`config.mk`:
```
export PLATFORM = sky130hd
export DESIGN_NAME = memsel_unit
export DESIGN_NICKNAME = d
export VERILOG_FILES = /design/src/rtl/memsel_pkg.sv /design/src/rtl/memsel_cfg.sv /design/src/rtl/memsel_decode.sv /design/src/rtl/memsel_waitctl.sv /design/src/rtl/memsel_unit.sv
export SDC_FILE = /design/constraint.sdc
export NUM_CORES = 1
export LEC_CHECK = 0
export ABC_AREA = 1
export ABC_CLOCK_PERIOD_IN_PS = 6100
export BUFFER_PORTS_ARGS = -buffer_cell sky130_fd_sc_hd__buf_2
export CAP_MARGIN = 15
export CELL_PAD_IN_SITES_DETAIL_PLACEMENT = 0
export CELL_PAD_IN_SITES_GLOBAL_PLACEMENT = 2
export CORE_UTILIZATION = 35
export CTS_BUF_LIST = sky130_fd_sc_hd__clkbuf_4
export DETAILED_ROUTE_END_ITERATION = 7
export PLACE_DENSITY_LB_ADDON = 0.3
export SYNTH_ARGS = -nofsm -noshare
export SYNTH_HDL_FRONTEND = slang
export SYNTH_HIERARCHICAL = 1
export SYNTH_SLANG_ARGS = --single-unit
export TNS_END_PERCENT = 20
```
`constraint.sdc`:
```
create_clock -name clk -period 6.1 [get_ports clk]
set_clock_uncertainty 0.1 [all_clocks]
set_input_delay 0.915 -clock clk [delete_from_list [all_inputs] [get_ports clk]]
set_output_delay 0.915 -clock clk [all_outputs]
set_load 0.02 [all_outputs]
```
`src/rtl/memsel_pkg.sv`:
```
package memsel_pkg;

  localparam int AW   = 20;          // address bits (1 Mbyte)
  localparam int WSW  = 2;           // wait-count width
  localparam int KW   = 3;           // size-code width
  localparam int BW   = 7;           // midrange base width (8-Kbyte units)
  localparam int CFGW = BW + 8;      // configuration word width

  typedef struct packed {
    logic           en;
    logic           rdy;
    logic [WSW-1:0] ws;
    logic [KW-1:0]  k;
  } win_cfg_t;

  typedef struct packed {
    win_cfg_t      c;
    logic          whole;
    logic [BW-1:0] base;
  } mid_cfg_t;

  typedef enum logic [1:0] {
    SEL_UP   = 2'd0,
    SEL_LO   = 2'd1,
    SEL_MID  = 2'd2,
    SEL_NONE = 2'd3
  } cfg_sel_e;

endpackage

```
`src/rtl/memsel_cfg.sv`:
```
module memsel_cfg
  import memsel_pkg::*;
(
  input  logic            clk,
  input  logic            rst_ni,
  input  logic            we,
  input  logic [1:0]      sel,
  input  logic [CFGW-1:0] data,
  output win_cfg_t        up_cfg,
  output win_cfg_t        lo_cfg,
  output mid_cfg_t        mid_cfg
);

  localparam win_cfg_t UP_RST  = '{en: 1'b1, rdy: 1'b1, ws: '1, k: '0};
  localparam win_cfg_t LO_RST  = '{en: 1'b0, rdy: 1'b0, ws: '0, k: '0};
  localparam mid_cfg_t MID_RST = '{c: LO_RST, whole: 1'b0, base: '0};

  win_cfg_t up_q, up_d, lo_q, lo_d, wr_win;
  mid_cfg_t mid_q, mid_d;
  logic     up_en, lo_en, mid_en;

  // field unpacking of the write word
  always_comb begin
    wr_win.k   = data[KW-1:0];
    wr_win.ws  = data[KW+WSW-1:KW];
    wr_win.rdy = data[KW+WSW];
    wr_win.en  = data[KW+WSW+1];
  end

  assign up_en  = we && (sel == SEL_UP);
  assign lo_en  = we && (sel == SEL_LO);
  assign mid_en = we && (sel == SEL_MID);

  always_comb begin
    up_d  = up_q;
    lo_d  = lo_q;
    mid_d = mid_q;
    if (up_en)  up_d = wr_win;
    if (lo_en)  lo_d = wr_win;
    if (mid_en) begin
      mid_d.c     = wr_win;
      mid_d.whole = data[KW+WSW+2];
      mid_d.base  = data[CFGW-1:CFGW-BW];
    end
  end

  always_ff @(posedge clk or negedge rst_ni) begin
    if (!rst_ni) begin
      up_q  <= UP_RST;
      lo_q  <= LO_RST;
      mid_q <= MID_RST;
    end else begin
      if (up_en)  up_q  <= up_d;
      if (lo_en)  lo_q  <= lo_d;
      if (mid_en) mid_q <= mid_d;
    end
  end

  assign up_cfg  = up_q;
  assign lo_cfg  = lo_q;
  assign mid_cfg = mid_q;

endmodule

```
`src/rtl/memsel_decode.sv`:
```
module memsel_decode
  import memsel_pkg::*;
#(
  parameter int UP_LG0   = 16,   // log2 of smallest upper/lower window
  parameter int UP_KMAX  = 3,    // largest effective upper/lower size code
  parameter int MID_LG0  = 13,   // log2 of smallest midrange block
  parameter int MID_KMAX = 6,    // largest effective midrange size code
  parameter int NMID     = 4     // midrange selects
) (
  input  logic [AW-1:0]   addr,
  input  logic            is_io,
  input  win_cfg_t        up_cfg,
  input  win_cfg_t        lo_cfg,
  input  mid_cfg_t        mid_cfg,
  output logic            hit_up,
  output logic            hit_lo,
  output logic [NMID-1:0] hit_mid,
  output logic [WSW-1:0]  ws_o,
  output logic            rdy_o,
  output logic            conflict_o
);

  localparam int LGW  = $clog2(AW + 1);
  localparam int QW   = $clog2(NMID);
  localparam int NREG = 3;

  logic [LGW-1:0] up_lg, lo_lg, mid_lg;
  logic [AW-1:0]  up_keep, lo_keep, mid_keep, mid_base;
  logic           up_in, lo_in, mid_in;
  logic [QW-1:0]  quarter;

  function automatic logic [LGW-1:0] eff_lg(input logic [KW-1:0] k, input int lg0, input int kmax);
    return (k > KW'(kmax)) ? LGW'(lg0 + kmax) : LGW'(lg0) + LGW'(k);
  endfunction

  always_comb begin
    up_lg    = eff_lg(up_cfg.k, UP_LG0, UP_KMAX);
    lo_lg    = eff_lg(lo_cfg.k, UP_LG0, UP_KMAX);
    mid_lg   = eff_lg(mid_cfg.c.k, MID_LG0, MID_KMAX);
    up_keep  = {AW{1'b1}} << up_lg;
    lo_keep  = {AW{1'b1}} << lo_lg;
    mid_keep = {AW{1'b1}} << mid_lg;
    mid_base = {mid_cfg.base, {(AW-BW){1'b0}}};
    up_in    = up_cfg.en  && !is_io && ((addr & up_keep) == up_keep);
    lo_in    = lo_cfg.en  && !is_io && ((addr & lo_keep) == '0);
    mid_in   = mid_cfg.c.en && !is_io && (((addr ^ mid_base) & mid_keep) == '0);
    quarter  = QW'(addr >> (mid_lg - LGW'(QW)));
  end

  assign hit_up = up_in;
  assign hit_lo = lo_in;

  for (genvar g = 0; g < NMID; g++) begin : g_mid
    if (g == 0) begin : g_first
      assign hit_mid[g] = mid_in && (mid_cfg.whole || (quarter == QW'(g)));
    end else begin : g_rest
      assign hit_mid[g] = mid_in && !mid_cfg.whole && (quarter == QW'(g));
    end
  end

  // merge timing across every region the address falls in
  logic [NREG-1:0] hv;
  win_cfg_t        cfgs [NREG];
  logic [WSW-1:0]  wmax, wmin;
  logic            ror, rand_;

  always_comb begin
    hv      = {mid_in, lo_in, up_in};
    cfgs[0] = up_cfg;
    cfgs[1] = lo_cfg;
    cfgs[2] = mid_cfg.c;
    wmax    = '0;
    wmin    = '1;
    ror     = 1'b0;
    rand_   = 1'b1;
    for (int i = 0; i < NREG; i++) begin
      if (hv[i]) begin
        if (cfgs[i].ws > wmax) wmax = cfgs[i].ws;
        if (cfgs[i].ws < wmin) wmin = cfgs[i].ws;
        ror   = ror | cfgs[i].rdy;
        rand_ = rand_ & cfgs[i].rdy;
      end
    end
    ws_o       = wmax;
    rdy_o      = ror;
    conflict_o = ($countones(hv) >= 2) && ((wmax != wmin) || (ror != rand_));
  end

endmodule

```
`src/rtl/memsel_waitctl.sv`:
```
module memsel_waitctl #(
  parameter int WSW = 2,
  parameter int NCS = 6
) (
  input  logic           clk,
  input  logic           rst_ni,
  input  logic           start,
  input  logic [WSW-1:0] ws_in,
  input  logic           rdy_req_in,
  input  logic           conflict_in,
  input  logic [NCS-1:0] cs_in,
  input  logic           ardy,
  input  logic           srdy,
  output logic           busy,
  output logic           cpu_rdy,
  output logic           cfg_err,
  output logic [NCS-1:0] cs_hold
);

  logic           busy_q, busy_d;
  logic [WSW-1:0] cnt_q, cnt_d;
  logic           rreq_q, rreq_d;
  logic           err_q, err_d;
  logic [NCS-1:0] cs_q, cs_d;
  logic [1:0]     async_q;
  logic           rdy_seen, done, step_en, ctl_en;

  // two-flop capture of the asynchronous ready line
  always_ff @(posedge clk or negedge rst_ni) begin
    if (!rst_ni) async_q <= '0;
    else         async_q <= {async_q[0], ardy};
  end

  assign rdy_seen = async_q[1] || srdy;
  assign done     = busy_q && (cnt_q == '0) && (!rreq_q || rdy_seen);
  assign step_en  = busy_q && !done && (cnt_q != '0);
  assign ctl_en   = start || done || step_en;

  always_comb begin
    busy_d = busy_q;
    cnt_d  = cnt_q;
    rreq_d = rreq_q;
    err_d  = err_q;
    cs_d   = cs_q;
    if (start) begin
      busy_d = 1'b1;
      cnt_d  = ws_in;
      rreq_d = rdy_req_in;
      err_d  = conflict_in;
      cs_d   = cs_in;
    end else if (done) begin
      busy_d = 1'b0;
      rreq_d = 1'b0;
      err_d  = 1'b0;
      cs_d   = '0;
    end else if (step_en) begin
      cnt_d  = cnt_q - 1'b1;
    end
  end

  always_ff @(posedge clk or negedge rst_ni) begin
    if (!rst_ni) begin
      busy_q <= 1'b0;
      cnt_q  <= '0;
      rreq_q <= 1'b0;
      err_q  <= 1'b0;
      cs_q   <= '0;
    end else if (ctl_en) begin
      busy_q <= busy_d;
      cnt_q  <= cnt_d;
      rreq_q <= rreq_d;
      err_q  <= err_d;
      cs_q   <= cs_d;
    end
  end

  assign busy    = busy_q;
  assign cpu_rdy = done;
  assign cfg_err = err_q;
  assign cs_hold = cs_q;

  p_rdy_pulse_r7: assert property (@(posedge clk) disable iff (!rst_ni)
    cpu_rdy |=> !cpu_rdy)
    else $error("ready pulse longer than one cycle");

  p_ws_load_r7: assert property (@(posedge clk) disable iff (!rst_ni)
    (start && ws_in != '0) |=> !cpu_rdy)
    else $error("cycle ended before its wait states");

  p_err_span_r11: assert property (@(posedge clk) disable iff (!rst_ni)
    (cfg_err && !cpu_rdy) |=> cfg_err)
    else $error("conflict flag dropped mid-cycle");

endmodule

```
`src/rtl/memsel_unit.sv`:
```
module memsel_unit
  import memsel_pkg::*;
#(
  parameter int NMID = 4
) (
  input  logic            clk,
  input  logic            rst_n,
  input  logic [AW-1:0]   addr,
  input  logic            cyc_start,
  input  logic            is_io,
  input  logic            ardy,
  input  logic            srdy,
  input  logic            cfg_we,
  input  logic [1:0]      cfg_sel,
  input  logic [CFGW-1:0] cfg_data,
  output logic            cs_upper_n,
  output logic            cs_lower_n,
  output logic [NMID-1:0] cs_mid_n,
  output logic            cpu_rdy,
  output logic            cfg_err
);

  localparam int NCS = NMID + 2;

  logic [1:0]      rsync_q;
  logic            rst_ni;
  win_cfg_t        up_cfg, lo_cfg;
  mid_cfg_t        mid_cfg;
  logic            hit_up, hit_lo;
  logic [NMID-1:0] hit_mid;
  logic [WSW-1:0]  ws_m;
  logic            rdy_m, conflict;
  logic            busy, start;
  logic [NCS-1:0]  cs_now, cs_hold, cs_act;

  // asynchronous assert, synchronous release
  always_ff @(posedge clk or negedge rst_n) begin
    if (!rst_n) rsync_q <= '0;
    else        rsync_q <= {rsync_q[0], 1'b1};
  end
  assign rst_ni = rsync_q[1];

  memsel_cfg u_cfg (
    .clk     (clk),
    .rst_ni  (rst_ni),
    .we      (cfg_we),
    .sel     (cfg_sel),
    .data    (cfg_data),
    .up_cfg  (up_cfg),
    .lo_cfg  (lo_cfg),
    .mid_cfg (mid_cfg)
  );

  memsel_decode #(.NMID(NMID)) u_dec (
    .addr       (addr),
    .is_io      (is_io),
    .up_cfg     (up_cfg),
    .lo_cfg     (lo_cfg),
    .mid_cfg    (mid_cfg),
    .hit_up     (hit_up),
    .hit_lo     (hit_lo),
    .hit_mid    (hit_mid),
    .ws_o       (ws_m),
    .rdy_o      (rdy_m),
    .conflict_o (conflict)
  );

  assign start  = cyc_start && !busy;
  assign cs_now = {hit_mid, hit_lo, hit_up};

  memsel_waitctl #(.WSW(WSW), .NCS(NCS)) u_wait (
    .clk         (clk),
    .rst_ni      (rst_ni),
    .start       (start),
    .ws_in       (ws_m),
    .rdy_req_in  (rdy_m),
    .conflict_in (conflict),
    .cs_in       (cs_now),
    .ardy        (ardy),
    .srdy        (srdy),
    .busy        (busy),
    .cpu_rdy     (cpu_rdy),
    .cfg_err     (cfg_err),
    .cs_hold     (cs_hold)
  );

  // decode drives the selects in the start cycle, the latch afterwards
  assign cs_act     = start ? cs_now : cs_hold;
  assign cs_upper_n = ~cs_act[0];
  assign cs_lower_n = ~cs_act[1];
  assign cs_mid_n   = ~cs_act[NCS-1:2];

  p_io_nocs_r9: assert property (@(posedge clk) disable iff (!rst_ni)
    (start && is_io) |-> (cs_upper_n && cs_lower_n && (&cs_mid_n)))
    else $error("memory select on an I/O cycle");

  p_mid_single_r4: assert property (@(posedge clk) disable iff (!rst_ni)
    $countones(~cs_mid_n) <= 1)
    else $error("two midrange selects low");

  p_whole_r5: assert property (@(posedge clk) disable iff (!rst_ni)
    (start && mid_cfg.whole) |-> (&cs_mid_n[NMID-1:1]))
    else $error("upper midrange select in whole-block mode");

  p_cs_hold_r6: assert property (@(posedge clk) disable iff (!rst_ni)
    (busy && !cpu_rdy) |=> $stable({cs_upper_n, cs_lower_n, cs_mid_n}))
    else $error("select changed inside a cycle");

endmodule

```
-- Word level (Yosys, flattened, before mapping)
Index checks and enable logic that the tools add are counted.
- word-level logic and storage cells: 134
- flip-flop bits (word level): 44
- bits of input ports: 44
- order comparisons: 10
- eq/ne operators: 9
- shift operators: 4
- $add $sub $neg: 7
- multiplexer cells: 31
- reduce and logical (&&, ||, !) cells: 41
- bitwise logic cells: 11
- operators with widths (operator ; number):
    $and 20x20->20 ; 3
    $shl 20x5->20 const A ; 3
    $logic_not 20->1 ; 2
    $add 32x1->32 ; 1
    $ge 32x3->1 const B ; 1
    $mux 2 ; 15
    $eq 20x20->1 ; 1
    $logic_and 1x1->1 ; 20
    $shr 20x5->2 ; 1
    $xor 20x20->20 ; 1
    $mux 6 ; 3
    $mux 5 ; 3
    $add 5x3->5 const A ; 2
    $mux 1 ; 10
    $eq 2x2->1 const B ; 3
    $gt 3x2->1 const B ; 2
    $logic_not 2->1 ; 3
    $logic_or 1x1->1 ; 6
    $reduce_bool 2->1 ; 3
    $add 4x3->5 const A ; 1
    $logic_not 1->1 ; 5
    $sub 5x2->5 const B ; 1
    $eq 2x1->1 const B ; 2
    $gt 2x2->1 ; 2
    other kinds (15) ; 19

-- Longest topological paths before layout
Gate-level depths: netlist of run 1.
- depth after elaboration: 17
- gate-level depth with buffers: 26
- gate-level depth less buffers: 26

-- Cells and area by module
Netlist of run 1, hierarchy kept.
- modules (own cells, without submodules) (module ; times used ; area an instance (um^2) ; cells an instance ; seq. area each (um^2)):
    memsel_decode ; 1 ; 1651.6 ; 315 ; 0.0
    memsel_cfg ; 1 ; 1232.4 ; 130 ; 730.7
    memsel_waitctl ; 1 ; 560.5 ; 60 ; 325.3
    memsel_unit ; 1 ; 192.7 ; 36 ; 50.0

-- Worst setup path before layout of run 1
OpenSTA, ideal clock, no wires.
- kind: register -> output
- start point: register u_cfg.mid_q, in the netlist u_cfg/mid_cfg[8]
- end point: output port cs_mid_n[3]
- path buffers: 2
- required time: 5.085 ns
- arrival time: 3.124 ns
- slack: 1.961 ns
- cell stages (with the launch flop): 24
- cell sequence: dfrtp_1 > buf_2 > inv_1 > ha_1 > inv_1 > nand3_2 > nand2_1 > inv_1 > buf_2 > ha_1 > ha_1 > o21ai_2 > nand2_1 > nor2_2 > nand2_2 > nor2_8 > nand3_4 > clkinv_2 > nand2_2 > or2_1 > nor2_1 > inv_1 > nand3_1 > nand2_1
- cells in the longest elaborated chain, start to end: 10
- elaborated cells on any way between the ends: 14
- classes of those cells: add/sub (2); order compare (1); eq/ne (1); shift (2); mux (2); bitwise (2); reduce/logical (4)
- RTL lines (what ; RTL line ; text):
    start: declaration ; memsel_cfg.sv:19 ; mid_cfg_t mid_q, mid_d;
    start signal: assignment ; memsel_cfg.sv:55 ; if (mid_en) mid_q <= mid_d;
    $add 4x3->5 or $gt 3x3->1 (tied branches) ; memsel_decode.sv:33 ; return (k > KW'(kmax)) ? LGW'(lg0 + kmax) : LGW'(lg0) + LGW'(k);
    $mux 5 (*) ; memsel_decode.sv:33 ;
    branches (longest 5 deep; another with $sub 5x2->5) ; -- ;
    $logic_and 1x1->1 (*) ; memsel_decode.sv:57 ; assign hit_mid[g] = mid_in && !mid_cfg.whole && (quarter == QW'(g));
    named net hit_mid[3] ; memsel_unit.sv:30 ; logic [NMID-1:0] hit_mid;
    $mux 6 (*) ; memsel_unit.sv:88 ; assign cs_act = start ? cs_now : cs_hold;
    $not 4->4 (*) ; memsel_unit.sv:91 ; assign cs_mid_n = ~cs_act[NCS-1:2];
    end: declaration ; memsel_unit.sv:18 ; output logic [NMID-1:0] cs_mid_n,
Mark *: on every way through the listed nets, which the timed path passes.

-- Final worst setup path of run 1
- start point: register u_cfg.mid_q, in the netlist u_cfg/mid_cfg[8]
- end point: output port cs_mid_n[1]
- cells in the longest elaborated chain, start to end: 10
- elaborated cells on any way between the ends: 14
- classes of those cells: add/sub (2); order compare (1); eq/ne (1); shift (2); mux (2); bitwise (2); reduce/logical (4)
- RTL lines (what ; RTL line):
    $add 4x3->5 or $gt 3x3->1 (tied branches) ; memsel_decode.sv:33
    $mux 5 (*) ; memsel_decode.sv:33
    branches (longest 5 deep; another with $sub 5x2->5) ; --
    $logic_and 1x1->1 (*) ; memsel_decode.sv:57
    named net hit_mid[1] ; memsel_unit.sv:30
    $mux 6 (*) ; memsel_unit.sv:88
    $not 4->4 (*) ; memsel_unit.sv:91
Marked as above.

==> results.toml, run 1 <==
[floorplanning]
ioPinCount = 52
dieArea_um2 = 10800
rows = 36
die_h_um = 104
core-area_um2 = 9910
initial_utilization_pct = 36.7
die_w_um = 104

[cells_and_area]
drive_gt1_share_pct = 15.9
instances_no_fill = 718
seq_area_um2 = 1110
areaGrowthSynthToFinish_pct = 10.1
multiInputGateArea_um2 = 2150
num-nets-final = 647
insertedDiodeCount = 0
nFillCells = 1122

[critical_path]
worstPathMaxFanout = 13
cp_slowest_stage_delay_ns = 0.60
critPathKind = "register to output port"
crit_family = "simple AND/OR/NAND/NOR gates"
crit_top_cell = "inv_1"
worst-path-buf-inv = 6
end_kind = "output port"
crit_path_top_delay_cell = "dfrtp_1"
regToRegSetupSlack_ns = 2.02
critPathLaunchType = "register"
required_ns = 5.08
r2r_end = "u_wait/cfg_err"
path_cells = "inv_1 > ha_1 > inv_1 > nand3_2 > nand2_1 > inv_1 > ha_1 > ha_1 > o21ai_2 > nand2_1 > nor2_2 > nand2_2 > nor2_8 > nand3_4 > clkinv_2 > nand2_2 > or2_1 > nor2_1 > inv_1 > nand3_1 > nand2_1 > buf_2"
worstPathArrival_ns = 4.32
reg2reg_from = "u_cfg/mid_cfg[8]"
r2r_cells = 21

[power]
intPower_uw = 581
combPwrFrac_pct = 52.0
p_switching_uw = 522
swShare_pct = 47.3
p_clk_share_pct = 13.4
peakVddDrop_mv = 0.0959
powerDensity_nw_per_um2 = 275
p_total_uw = 1100
p_seq_share_pct = 34.6
leakagePower_uw = 0.00213

[timing]
finalCritPeriodShare_pct = 87.4
worst_slack_ns = 0.769
grt_setup_unrepaired = "false"
tightest_slew_ns = 0.928
hold_ws_ns = 0.220
min_period_ns = 5.33
drv_slew = 0
fmax_ghz = 0.188
setup_viol = 0
slew_headroom_pct = 38.1
hold_viol = 0
tns_ns = 0

[logic_synthesis]
yosys-top-cells-area = "dfrtp_1, nand2_1, nand3_1, inv_1, ha_1"
post-synth-top-count-cell = "nand2_1"
postSynthAreaPerCell_um2 = 6.72
post-synth-top-area-cell = "dfrtp_1"
synth_edf_count = 0
ys_types = 44
ys.flop_type = "dfrtp_1"
seq_area_frac_synth_pct = 30.4
yosys_warnings = 6
synth-seq-cells = 44
syn-num-nets = 604
synth_commonest_cells = "nand2_1, inv_1, nand3_1, dfrtp_1, nor2_1"
synth_top_area_share_pct = 27.5
ys_async_sr_fraction_pct = 100
syn_area_um2 = 3640
syn-instance-count = 541

[outcome]
status = "finished, final reports clean"

[global_route]
grt.overflow.total = 0
grt_max_degree = 43
grt_pass1_wl_um = 16900
grt_pass1_vias = 3366
track_usage_pct = 19.2
antenna_found_initial = 0

[clock_tree]
clk_latency_ns = 0.36
cts_resized = 0
clock-sinks = 44
cts_tree = "yes"
cts_buffer_depth = 2
cts_buffers = 5
ctsHtreeMaxLevel = 2
clk_pin_slew_ns = 0.13
cts-root-buf = "clkbuf_4"
cts_setup_buffers = 0
hold_buffers = 0

[routing]
first_pass_iters = 5
route.detailed.drc = 0
routed_via_density = 4.91
drt_iter0_markers = 159
wl_um = 9740
via_count = 3522
wl_per_cell_um = 13.6
ant_nets = 0

[placement]
hpwl_um = 7680
dp.cells = 710
pre_cts_ws_ns = 1.18
gp_congestion = 0.909
io_buffers = 51

[hold_path]
hold_path_class = "primary input to asynchronous set/reset pin"

[job]
maxCapViolCount = 0
## final cells by class
| cell class | instances | area share, % |
|---|---|---|
| clock inverter | 2 | 0.281 |
| tap | 133 | 4.15 |
| inverter | 72 | 6.78 |
| clock buffer | 6 | 1.12 |
| timing repair buffer | 51 | 6.37 |
| sequential | 44 | 27.6 |
| multi-input combinational | 410 | 53.7 |
## routing by layer
metal  GRT usage [%]  part of all wire (%)  vias to the layer above
li1                -                     -                     1841
met1            27.8                    49                     1583
met2            30.3                    45                       88
met3            2.63                   4.3                       10
met4            4.18                   1.0                        0
met5               0                     0                        -
## kinds of logic after synthesis
kind of cell	count (synthesis)	synth area share [%]
AOI/OAI and AO/OA	68	11.1
xor gates and xnor gates	7	1.69
adders and majority gates	19	6.54
buffers and inverters	87	10.5
DFF	44	30.4
other	1	0.103
and+or+nand+nor	315	39.7
## registers in the layout, summed over array words and instances, names as in the netlist
register / count
u_wait/busy: 1
u_wait/cnt_q: 2
u_cfg/lo_cfg: 7
u_cfg/up_cfg: 7
u_wait/async_q: 2
u_wait/cs_hold: 6
u_wait/rreq_q: 1
u_cfg/mid_cfg: 15
u_wait/cfg_err: 1
rsync_q: 2
## worst max-delay path by stage
stage,from,endpoint,depth (start not counted),slack [ns]
after floorplan,u_cfg/mid_cfg[8],cs_mid_n[3],23,1.96
after global placement,u_cfg/mid_cfg[8],cs_mid_n[3],22,1.37
after detailed placement,u_cfg/mid_cfg[8],cs_mid_n[1],22,1.18
after CTS,u_cfg/mid_cfg[8],cs_mid_n[1],22,0.76
after global routing,u_cfg/mid_cfg[8],cs_mid_n[3],24,0.23
final,u_cfg/mid_cfg[8],cs_mid_n[1],22,0.77
## power groups by stage
stage                     logic (uW)  registers, uW  clock network [uW]
after floorplan                  448            372                   0
after global placement           573            386                   0
after global routing             658            390                 170
after detailed placement         572            388                   0
after CTS                        575            382                 161
final                            574            381                 148
## cells in the final DEF, fill, tap and decap left out, types with 4 or more instances in the layout
cell / instances
inv_1: 66
ha_1: 19
nor2_1: 25
nand4_1: 24
o211ai_1: 4
xor2_1: 4
nand3_1: 50
nand2_1: 189
a21oi_1: 21
nor2_2: 4
nand3b_1: 4
o21ai_1: 5
o21ai_0: 23
dfrtp_1: 39
dfstp_2: 4
buf_2: 51
nand2_2: 5
clkbuf_4: 6
## through the flow
step | area [um2] | utilization, %
after detailed placement | 3950 | 39.9
final | 4010 | 40.4
after global placement | 3950 | 39.9
after floorplan | 3640 | -
after global routing | 4010 | 40.4
after CTS | 4010 | 40.4
(Power assumes the default switching activity.)
==> inputs of run 2 (changes only) <==
ABC_CLOCK_PERIOD_IN_PS = 4400   (was 6100)
CORE_UTILIZATION = 30   (was 35)
clock period = 4.4 ns   (was 6.1 ns; I/O delays follow)
==> results.toml, run 2 (synthesis gave the netlist of run 1 again) <==
[routing]
route.detailed.drc = 6
routed_via_density = 4.84
via_count = 3584
first_pass_iters = 7
drt_iter0_markers = 175
wl_per_cell_um = 14.1
ant_nets = 0
wl_um = 10500

[global_route]
grt_pass1_wl_um = 17500
track_usage_pct = 17.3
grt_max_degree = 43
antenna_found_initial = 0
grt.overflow.total = 0
grt_pass1_vias = 3486

[timing]
grt_setup_unrepaired = "true"
hold_ws_ns = 0.263
slew_headroom_pct = 35.5
drv_slew = 0
setup_viol = 0
finalCritPeriodShare_pct = 96.1
worst_slack_ns = 0.173
min_period_ns = 4.23
fmax_ghz = 0.237
hold_viol = 0
tightest_slew_ns = 0.967

[critical_path]
crit_path_top_delay_cell = "dfrtp_1"
r2r_cells = 24
end_kind = "output port"
regToRegSetupSlack_ns = 0.86
critPathKind = "register to output port"
cp_slowest_stage_delay_ns = 0.44
required_ns = 3.64
path_cells = "buf_6 > ha_1 > inv_2 > ha_4 > inv_2 > nand2_4 > ha_4 > inv_1 > ha_2 > o21ai_0 > a21oi_1 > nand2_1 > nor2_1 > nand2_1 > nand2_2 > nand3_4 > inv_4 > nand2_2 > or2_4 > nor2_2 > inv_1 > nand3_1 > nand2_1 > buf_2"
crit_family = "simple AND/OR/NAND/NOR gates"
critPathLaunchType = "register"
worst-path-buf-inv = 7
reg2reg_from = "u_cfg/up_cfg[6]"
worstPathArrival_ns = 3.47
r2r_end = "u_wait/cfg_err"
crit_top_cell = "nand2_1"
worstPathMaxFanout = 5

[placement]
placed_area_um2 = 3990
io_buffers = 51
hpwl_um = 8040
pre_cts_ws_ns = 0.331
gp_congestion = 0.832

[job]
maxCapViolCount = 0

[power]
leakagePower_uw = 0.00219
powerDensity_nw_per_um2 = 386
p_total_uw = 1620
intPower_uw = 853
combPwrFrac_pct = 54.7
p_switching_uw = 772
peakVddDrop_mv = 0.160
swShare_pct = 47.5
p_seq_share_pct = 32.5
p_clk_share_pct = 12.8

[hold_path]
hold_path_class = "register to register"
hold_depth = 0
hp-start = "rsync_q[0]"
worstHoldEndpoint = "rsync_q[1]"

[clock_tree]
cts_buffer_depth = 2
clock-sinks = 44
cts-root-buf = "clkbuf_4"
clk_pin_slew_ns = 0.14
cts_tree = "yes"
cts_buffers = 5
clk_latency_ns = 0.36
ctsHtreeMaxLevel = 2

[cells_and_area]
seq_area_um2 = 1110
insertedDiodeCount = 0
areaGrowthSynthToFinish_pct = 15.8
largest_register_ffs = 15
final_common_cell = "nand2_1"
fin_area_um2 = 4210
multiInputGateArea_um2 = 2240
num-nets-final = 659
drive_gt1_share_pct = 20.6
final_cell_mix = "nand2_1, inv_1, buf_2"
nFillCells = 1322

[outcome]
status = "finished with violations"
violations = "design-rule violations"

[floorplanning]
rows = 39
dieArea_um2 = 12600
die_h_um = 112
core-area_um2 = 11600
initial_utilization_pct = 31.3
die_w_um = 112
ioPinCount = 52
==> run 2: layer usage <==
layer,vias to the layer above,share of wire [%],GRT usage (%)
met5,-,0,0
met3,6,4.8,2.38
met4,0,0.99,3.91
li1,1874,-,-
met2,78,43,27.1
met1,1626,51,25.2
==> run 2: power by group through the flow <==
stage          clock (uW)  combinational [uW]  sequential [uW]
2_1_floorplan           0                 622              516
5_1_grt               235                1020              540
3_5_place_dp            0                 822              534
6_report              207                 889              528
3_3_place_gp            0                 822              533
4_1_cts               220                 834              527
==> run 2: worst reg2reg max path, cell delays in order (launching register included) <==
cell,delay (ns)
dfstp_2,0.57
nor3b_1,0.26
nand2_1,0.16
inv_1,0.17
nand2_1,0.12
ha_1,0.30
nor2_1,0.10
nor2_1,0.04
a21oi_1,0.15
nand3_1,0.12
nand2_1,0.08
inv_1,0.05
ha_1,0.26
inv_1,0.03
o22ai_1,0.17
nand3_1,0.10
o21ai_0,0.09
nand3_1,0.09
nand2_1,0.12
inv_1,0.05
nand2_1,0.05
nand2_1,0.05
a21oi_1,0.13
nand2_1,0.06
nand2_1,0.08
==> run 2: area by class of cell <==
type | instances | area share, %
Inverter | 72 | 6.56
Timing Repair Buffer | 63 | 8.35
Multi-Input combinational cell | 410 | 53.2
Clock buffer | 6 | 1.07
Tap cell | 143 | 4.25
Sequential cell | 44 | 26.3
Clock inverter | 2 | 0.297
==> run 2: worst max path at each step <==
stage                                start     endpoint  slack, ns  depth (start not counted)
after floorplan           u_cfg/mid_cfg[8]  cs_mid_n[3]       0.52                         23
after global placement    u_cfg/mid_cfg[8]  cs_mid_n[1]       0.35                         24
after detailed placement  u_cfg/mid_cfg[8]  cs_mid_n[3]       0.33                         24
after CTS                 u_cfg/mid_cfg[8]  cs_mid_n[3]      0.008                         22
after global routing      u_cfg/mid_cfg[8]  cs_mid_n[1]      -0.02                         24
final                     u_cfg/mid_cfg[8]  cs_mid_n[3]       0.17                         24
==> run 2: stage by stage <==
| stage | TNS (ns) | util [%] | std cells |
|---|---|---|---|
| after floorplan | 0 | - | 541 |
| after global placement | 0 | 34.4 | 724 |
| after detailed placement | 0 | 34.4 | 724 |
| after CTS | 0 | 35.2 | 735 |
| after global routing | -0.0398 | 36.3 | 740 |
| final | 0 | 36.3 | 740 |
==> run 2: what timing repair did <==
item | 4_1_cts | 5_1_grt
gates resized for setup | 4 | 21
endpoints found under the hold margin | 2 | 0
pin swaps | 1 | 3
hold buffers | 1 | 0
endpoints found under the setup margin | 2 | 4
buffers inserted | 2 | 5
